[src/rtl/afx_pkg.sv]
`timescale 1ns/1ps
package afx_pkg;

  localparam int DATA_W  = 8;
  localparam int FRAME_W = DATA_W + 4;   // start + data + extra + two stops
  localparam int LEN_W   = $clog2(FRAME_W + 1);
  localparam int PRE_W   = 6;            // holds ratio-1 for /64

  // Prescale ratio minus one for the 2-bit select: 0, 3, 15, 63.
  function automatic logic [PRE_W-1:0] prescale_last(input logic [1:0] sel);
    logic [PRE_W:0] ratio;
    ratio = (PRE_W+1)'(1) << (2 * sel);
    return PRE_W'(ratio - 1'b1);
  endfunction

  // Parity bit over the data: even makes the one count even.
  function automatic logic parity_of(input logic [DATA_W-1:0] d, input logic odd);
    return (^d) ^ odd;
  endfunction

  // Number of bits on the line for one frame.
  function automatic logic [LEN_W-1:0] frame_bits(input logic extra, input logic two_stop);
    return LEN_W'(DATA_W + 2) + LEN_W'(extra) + LEN_W'(two_stop);
  endfunction

  // Frame image, bit 0 goes out first; unused upper bits are idle-high.
  function automatic logic [FRAME_W-1:0] frame_image(
      input logic [DATA_W-1:0] d,
      input logic pe, input logic odd,
      input logic mp, input logic flag);
    logic [FRAME_W-1:0] img;
    img = '1;
    img[0] = 1'b0;
    img[DATA_W:1] = d;
    if (mp)      img[DATA_W+1] = flag;
    else if (pe) img[DATA_W+1] = parity_of(d, odd);
    return img;
  endfunction

endpackage

[src/rtl/afx_prescaler.sv]
`timescale 1ns/1ps
module afx_prescaler
  import afx_pkg::*;
(
  input  logic       clk,
  input  logic       rst_n,
  input  logic       restart,
  input  logic [1:0] sel,
  output logic       tick
);

  logic [PRE_W-1:0] cnt_q;
  logic [PRE_W-1:0] last_w;

  assign last_w = prescale_last(sel);
  assign tick   = (cnt_q == last_w);

  always_ff @(posedge clk or negedge rst_n) begin
    if (!rst_n)       cnt_q <= '0;
    else if (restart) cnt_q <= '0;
    else if (tick)    cnt_q <= '0;
    else              cnt_q <= cnt_q + 1'b1;
  end

endmodule

[src/rtl/afx_bit_timer.sv]
`timescale 1ns/1ps
module afx_bit_timer #(
  parameter int DIV_W = 8
) (
  input  logic             clk,
  input  logic             rst_n,
  input  logic             restart,
  input  logic             tick,
  input  logic [DIV_W-1:0] limit,
  output logic             bit_end
);

  logic [DIV_W-1:0] cnt_q;

  assign bit_end = tick && (cnt_q == limit);

  always_ff @(posedge clk or negedge rst_n) begin
    if (!rst_n)       cnt_q <= '0;
    else if (restart) cnt_q <= '0;
    else if (bit_end) cnt_q <= '0;
    else if (tick)    cnt_q <= cnt_q + 1'b1;
  end

endmodule

[src/rtl/afx_frame_shifter.sv]
`timescale 1ns/1ps
module afx_frame_shifter
  import afx_pkg::*;
(
  input  logic               clk,
  input  logic               rst_n,
  input  logic               start,
  input  logic [FRAME_W-1:0] image,
  input  logic [LEN_W-1:0]   nbits,
  input  logic               bit_end,
  output logic               line,
  output logic               busy,
  output logic               done,
  output logic               last_end
);

  logic [FRAME_W-1:0] sr_q;
  logic [LEN_W-1:0]   left_q;
  logic               busy_q;
  logic               done_q;

  assign last_end = busy_q && bit_end && (left_q == LEN_W'(1));

  always_ff @(posedge clk or negedge rst_n) begin
    if (!rst_n) begin
      sr_q   <= '1;
      left_q <= '0;
      busy_q <= 1'b0;
      done_q <= 1'b0;
    end else begin
      done_q <= 1'b0;
      if (start) begin
        sr_q   <= image;
        left_q <= nbits;
        busy_q <= 1'b1;
      end else if (busy_q && bit_end) begin
        sr_q   <= {1'b1, sr_q[FRAME_W-1:1]};
        left_q <= left_q - 1'b1;
        if (last_end) begin
          busy_q <= 1'b0;
          done_q <= 1'b1;
        end
      end
    end
  end

  assign line = busy_q ? sr_q[0] : 1'b1;
  assign busy = busy_q;
  assign done = done_q;

endmodule

[src/rtl/async_frame_tx.sv]
`timescale 1ns/1ps
module async_frame_tx
  import afx_pkg::*;
#(
  parameter int DIV_W = 8
) (
  input  logic              clk,
  input  logic              rst_n,
  input  logic              load,
  input  logic [DATA_W-1:0] data_in,
  input  logic              par_en,
  input  logic              par_odd,
  input  logic              stop_two,
  input  logic              mp_en,
  input  logic              mp_flag,
  input  logic [1:0]        clk_sel,
  input  logic [DIV_W-1:0]  divisor,
  output logic              txd,
  output logic              busy,
  output logic              done
);

  // Named internal events, visible to the bound checker.
  logic               accept_w;
  logic               tick_w;
  logic               bit_end_w;
  logic               last_end_w;
  logic [FRAME_W-1:0] image_w;
  logic [LEN_W-1:0]   nbits_w;

  logic [1:0]         sel_q;
  logic [DIV_W-1:0]   div_q;

  assign accept_w = load && !busy;
  assign image_w  = frame_image(data_in, par_en, par_odd, mp_en, mp_flag);
  assign nbits_w  = frame_bits(mp_en || par_en, stop_two);

  // Timing settings are held for the whole frame.
  always_ff @(posedge clk or negedge rst_n) begin
    if (!rst_n) begin
      sel_q <= '0;
      div_q <= '0;
    end else if (accept_w) begin
      sel_q <= clk_sel;
      div_q <= divisor;
    end
  end

  afx_prescaler u_pre (
    .clk     (clk),
    .rst_n   (rst_n),
    .restart (accept_w),
    .sel     (sel_q),
    .tick    (tick_w)
  );

  afx_bit_timer #(.DIV_W(DIV_W)) u_tmr (
    .clk     (clk),
    .rst_n   (rst_n),
    .restart (accept_w),
    .tick    (tick_w),
    .limit   (div_q),
    .bit_end (bit_end_w)
  );

  afx_frame_shifter u_shf (
    .clk      (clk),
    .rst_n    (rst_n),
    .start    (accept_w),
    .image    (image_w),
    .nbits    (nbits_w),
    .bit_end  (bit_end_w),
    .line     (txd),
    .busy     (busy),
    .done     (done),
    .last_end (last_end_w)
  );

endmodule

[config.mk]
export PLATFORM = sky130hd
export DESIGN_NAME = async_frame_tx
export DESIGN_NICKNAME = d
export VERILOG_FILES = /design/src/rtl/afx_pkg.sv /design/src/rtl/afx_prescaler.sv /design/src/rtl/afx_bit_timer.sv /design/src/rtl/afx_frame_shifter.sv /design/src/rtl/async_frame_tx.sv
export SDC_FILE = /design/constraint.sdc
export NUM_CORES = 1
export LEC_CHECK = 0
export BUFFER_PORTS_ARGS = -buffer_cell sky130_fd_sc_hd__buf_2
export CAP_MARGIN = 20
export CELL_PAD_IN_SITES_DETAIL_PLACEMENT = 2
export CELL_PAD_IN_SITES_GLOBAL_PLACEMENT = 2
export CORE_MARGIN = 5
export CORE_UTILIZATION = 40
export DETAILED_ROUTE_END_ITERATION = 12
export GPL_TIMING_DRIVEN = 0
export PLACE_DENSITY = 0.88
export SYNTH_ARGS = -nofsm -noshare
export SYNTH_HDL_FRONTEND = slang
export SYNTH_HIERARCHICAL = 1
export SYNTH_SLANG_ARGS = --single-unit
[constraint.sdc]
create_clock -name clk -period 8.79 [get_ports clk]
set_clock_uncertainty 0.1 [all_clocks]
set_input_delay 0 -clock clk [delete_from_list [all_inputs] [get_ports clk]]
set_output_delay 0 -clock clk [all_outputs]
set_load 0.01 [all_outputs]
; Word level (Yosys, flattened, before mapping)
; Cells that the tools add are included.
[classes]
add_sub_neg = 6
mul = 0
div = 0
n_lt_le_gt_ge = 0
n_eq_ne = 3
n_shift = 1
muxes = 18
n_bitwise = 1
reduce_logical = 11
[ops]
columns = op, count
row1 = $mux 12, 2
row2 = $mux 8, 3
row3 = $mux 6, 2
row4 = $mux 1, 9
row5 = $add 8x1->8 const B, 1
row6 = $eq 8x8->1, 1
row7 = $mux 4, 2
row8 = $reduce_xor 8->1, 1
row9 = $add 6x1->6 const B, 1
row10 = $eq 6x6->1, 1
row11 = $shl 1x3->6 const A, 1
row12 = $sub 6x1->6 const B, 1
row13 = $add 4x1->4, 1
row14 = $add 4x1->4 const A, 1
row15 = $eq 4x1->1 const B, 1
row16 = $logic_and 1x1->1, 4
row17 = $reduce_bool 2->1, 2
row18 = $sub 4x1->4 const B, 1
row19 = $reduce_bool 3->1, 1
row20 = $reduce_and 2->1, 1
row21 = $logic_not 1->1, 1
row22 = $logic_or 1x1->1, 1
row23 = $xor 1x1->1, 1
[totals]
regBits = 42
latchBits = 0
ramBits = 0
mem_bits_ro = 0
input_bits = 26
output_inout_bits = 3
elab_cells = 48
n_memories = 0

; Depth between registers and ports, before layout
[depth]
depth_word = 9
depth_mapped = 10
ltp_nobuf = 8

; Modules after synthesis
; The synthesis kept the hierarchy.
[by_module_without_submodules]
columns = mod, n_inst, cells_per_inst, area_each_um2, seq_area_each_um2
row1 = afx_frame_shifter, 1, 84, 879.6, 465.4
row2 = afx_bit_timer, 1, 52, 533.0, 200.2
row3 = async_frame_tx, 1, 37, 493.0, 250.2
row4 = afx_prescaler, 1, 33, 340.3, 150.1

; Worst setup path before layout
; Ideal clock, no wire load.
[synth_timing]
path_kind = register to register
startpoint = register u_pre.cnt_q[2]
endpoint = register u_shf.left_q[3]
setup_ns = 0.082
arrival_time_ns = 2.628
required_time_ns = 8.608
setup_slack_ns = 5.980
path_stages_with_launch = 10
path_buffers = 1
period_less_slack_ns = 2.810
path_cell_list = dfrtp_1 or4_1 nor2_1 a2bb2oi_1 buf_4 nand2_1 nor3_4 nand2_2 or4b_1 a31oi_1
[synth_via]
elab_chain_cells = 4
[synth_rtl]
columns = element, line
row1 = start: declaration, afx_prescaler.sv:12  ; logic [PRE_W-1:0] cnt_q;
row2 = start signal: assignment, afx_prescaler.sv:22  ; else cnt_q <= cnt_q + 1'b1;
row3 = $eq 6x6->1, afx_prescaler.sv:16  ; assign tick = (cnt_q == last_w);
row4 = net tick_w, async_frame_tx.sv:25  ; logic tick_w;
row5 = $logic_and 1x1->1, afx_bit_timer.sv:15  ; assign bit_end = tick && (cnt_q == limit);
row6 = net bit_end_w, async_frame_tx.sv:26  ; logic bit_end_w;
row7 = $logic_and 1x1->1, afx_frame_shifter.sv:36  ; end else if (busy_q && bit_end) begin
row8 = $reduce_bool 2->1 (no line), n/a
row9 = end signal: assignment, afx_frame_shifter.sv:34  ; left_q <= nbits;
row10 = end signal: assignment, afx_frame_shifter.sv:38  ; left_q <= left_q - 1'b1;
row11 = end: declaration, afx_frame_shifter.sv:18  ; logic [LEN_W-1:0] left_q;
; The timed path passes the listed nets, and every way through them passes these cells.
; A chain may end at the register's enable or synchronous reset.

; Final worst setup path
; Same ends and word-level chain as after synthesis.

==> results.toml <==
[status]
status = "complete, no violations"

[critical_path]
crit_path_max_incr_delay_ns = 0.60
criticalPathCategory = "register to register"
crit_fanout = 10
cp-start-kind = "register"
required_ns = 8.91
path_cells = "or4_1, nor2_1, a2bb2oi_1, buf_4, nand2_1, nor3_4, nand2_2, or4b_1, a31oi_1"
worstSetupEndpointType = "register"
slowest_stage = "or4_1"
crit_arrival_ns = 3.48

[timing]
hold_violations = 0
period_share = 0.382
slew_violations = 0
rsz0062_at_grt = "false"
min_period_ns = 3.36
relSlewSlack = 0.668
holdWs_ns = 0.0219
fin_tns_setup_ns = 0
fmax_mhz = 298
tightest_slew_ns = 0.496
setup_viol = 0

[grt]
grt_pass1_vias = 2126
grt_overflow_total = 0
grt_pass1_wl_mm = 10.2
grt_max_degree = 43
grtUsageTotal = 0.177
antenna_found_initial = 0

[logic_synthesis]
yosysTopAreaCell = "dfrtp_1"
synth_ff_type = "dfrtp_1"
synthArstFlopShare = 1.00
synth_most_common_cell = "dfrtp_1"
ys_ff_latch = 42
synth_area_leaders = "dfrtp_1 33%, dfstp_2 14%, mux2_2 5.5%, xnor2_1 5.5%, mux2i_1 5.3%"
ys_seq_area_frac = 0.475
synth_common_cells = "30 x dfrtp_1, 19 x nand2_1, 16 x o21ai_0"
ys_types = 50
syn_area_mm2 = 0.00225
synth-edff-count = 0
synth_top_area_share = 0.334
yosysWarnings = 6
syn_inst = 206
avgSynthCellArea_um2 = 10.9

[clock_network]
hold_buffers = 22
clockBufferDepth = 2
cts.sinks = 42
post_cts_buffers = 0
insertion_delay_ns = 0.29
cts_htree_levels = 2
cts_tree = "done"
cts-buffers-inserted = 5
clk_pin_slew_worst_paths_ns = 0.09
cts_resized = 0
clockRootBuffer = "clkbuf_8"

[routing]
wl_per_cell_um = 18.2
first_pass_iters = 4
routed_wl_mm = 6.17
vias = 1796
drt-initial-drc-count = 46
post_drt_via_cell_ratio = 5.28
drtAntennaViolNets = 0
drc = 0

[cells_and_area]
drive_gt1_frac = 0.265
fillers = 575
nets = 298
syn_to_final_growth_pct = 25.8
diodes = 0

[placed_design]
place_congestion = 0.769
numPortBuffers = 28
dp.final_hpwl_mm = 3.89

[floorplanning]
die_w_um = 84.9
io_pins = 29
rows = 27
design.die.area_mm2 = 0.00721
initial_core_util = 0.410
fp.dieH_um = 84.9
core_area_mm2 = 0.00547

[power]
p_leak_nw = 1.27
peakVddDrop_mv = 0.0820
power_density_mw_per_mm2 = 241

[hold_path]
hp-class = "input pin to register"

[run]
maxCapViolations = 0
==> logic make-up after synthesis <==
family	after synthesis	share of synthesized area
other	2	0.00334
adders and majority gates	5	0.0279
AOI/OAI and AO/OA	35	0.104
muxes	23	0.109
buffers and inverters	12	0.0245
xor gates and xnor gates	25	0.104
and+or+nand+nor	62	0.153
DFF	42	0.475
==> sequential cells by signal, indices dropped and copies added (netlist names) <==
name and count:
u_shf/done 1, u_pre/cnt_q 6, sel_q 2, u_shf/sr_q 12
u_shf/left_q 4, div_q 8, u_tmr/cnt_q 8, u_shf/busy 1
==> per-layer routing <==
metal	vias up	part of all wire	GRT usage
li1	849	-	-
met3	8	0.026	0.0320
met2	37	0.56	0.348
met5	-	0	0
met1	902	0.40	0.192
met4	0	0.017	0.0489
==> final cells by class <==
| type | instances | area, um2 | share of cell area |
|---|---|---|---|
| inverters | 5 | 18.8 | 0.00664 |
| clock inverters | 1 | 5.00 | 0.00177 |
| multi-input cells | 154 | 1130 | 0.401 |
| flip-flops and latches | 42 | 1070 | 0.377 |
| repair buffers | 52 | 390 | 0.138 |
| plain buffers | 7 | 36.3 | 0.0128 |
| well taps | 72 | 90.1 | 0.0319 |
| clock buffers | 7 | 86.3 | 0.0306 |
==> power breakdown <==
| part | leakage [nW] | switching (mW) | internal [mW] |
|---|---|---|---|
| sequential | 0.494 | 0.0669 | 0.274 |
| clock | 0.0482 | 0.0691 | 0.0636 |
| combinational | 0.727 | 0.101 | 0.107 |
| total | 1.27 | 0.237 | 0.445 |
==> worst max-delay path, delay by kind of cell (launching register included) <==
| kind | cells | cell delay, ns |
|---|---|---|
| and+or+nand+nor | 6 | 2.13 |
| DFF | 1 | 0.46 |
| buffers and inverters | 1 | 0.20 |
| AOI/OAI and AO/OA | 2 | 0.40 |
==> through the flow <==
step           worst slack (ns)  utilization  instances  instance area [um2]  power, mW
2_1_floorplan              5.98            -        208                 2250      0.470
3_3_place_gp               5.62        0.454        308                 2480      0.515
3_5_place_dp               5.52        0.454        308                 2480      0.538
4_1_cts                    5.51        0.511        338                 2800      0.681
5_1_grt                    5.25        0.516        340                 2830      0.728
6_report                   5.43        0.516        340                 2830      0.682
==> worst paths after layout <==
| check | from | endpoint | slack [ns] | cells after the start |
|---|---|---|---|---|
| worst max-delay path | u_pre/cnt_q[2]$_DFF_PN0_ | u_shf/left_q[3]$_DFFE_PN0P_ | 5.43 | 9 |
| worst min-delay path | load | div_q[2]$_DFFE_PN0P_ | 0.02 | 3 |
| worst max register to register | u_pre/cnt_q[2]$_DFF_PN0_ | u_shf/left_q[3]$_DFFE_PN0P_ | 5.43 | 9 |
| worst min register to register | div_q[7]$_DFFE_PN0P_ | div_q[7]$_DFFE_PN0P_ | 0.44 | 1 |
| max in group asynchronous | rst_n | u_shf/sr_q[4]$_DFFE_PN1P_ | 7.58 | 4 |
| min in group asynchronous | rst_n | sel_q[0]$_DFFE_PN0P_ | 0.51 | 3 |
==> placed cells by master, fill, tap and decap left out, drive strengths merged, types with 2 or more instances in the layout <==
cell	Yosys	final
xor2	10	10
dlygate4sd3	0	23
nor3	6	6
nand2	20	20
mux2	11	11
dfrtp	30	30
or3	2	2
a31oi	2	2
nand3	8	8
clkbuf	3	10
nand2b	3	3
xnor2	14	14
nand4	2	2
nor4	3	3
nor2b	2	2
o21ai	16	16
a21oi	5	5
ha	5	5
mux2i	12	12
or4	2	2
conb	2	4
buf	4	33
dfstp	12	12
nor2	6	6
inv	5	5
Power figures use the tool's default switching activity.
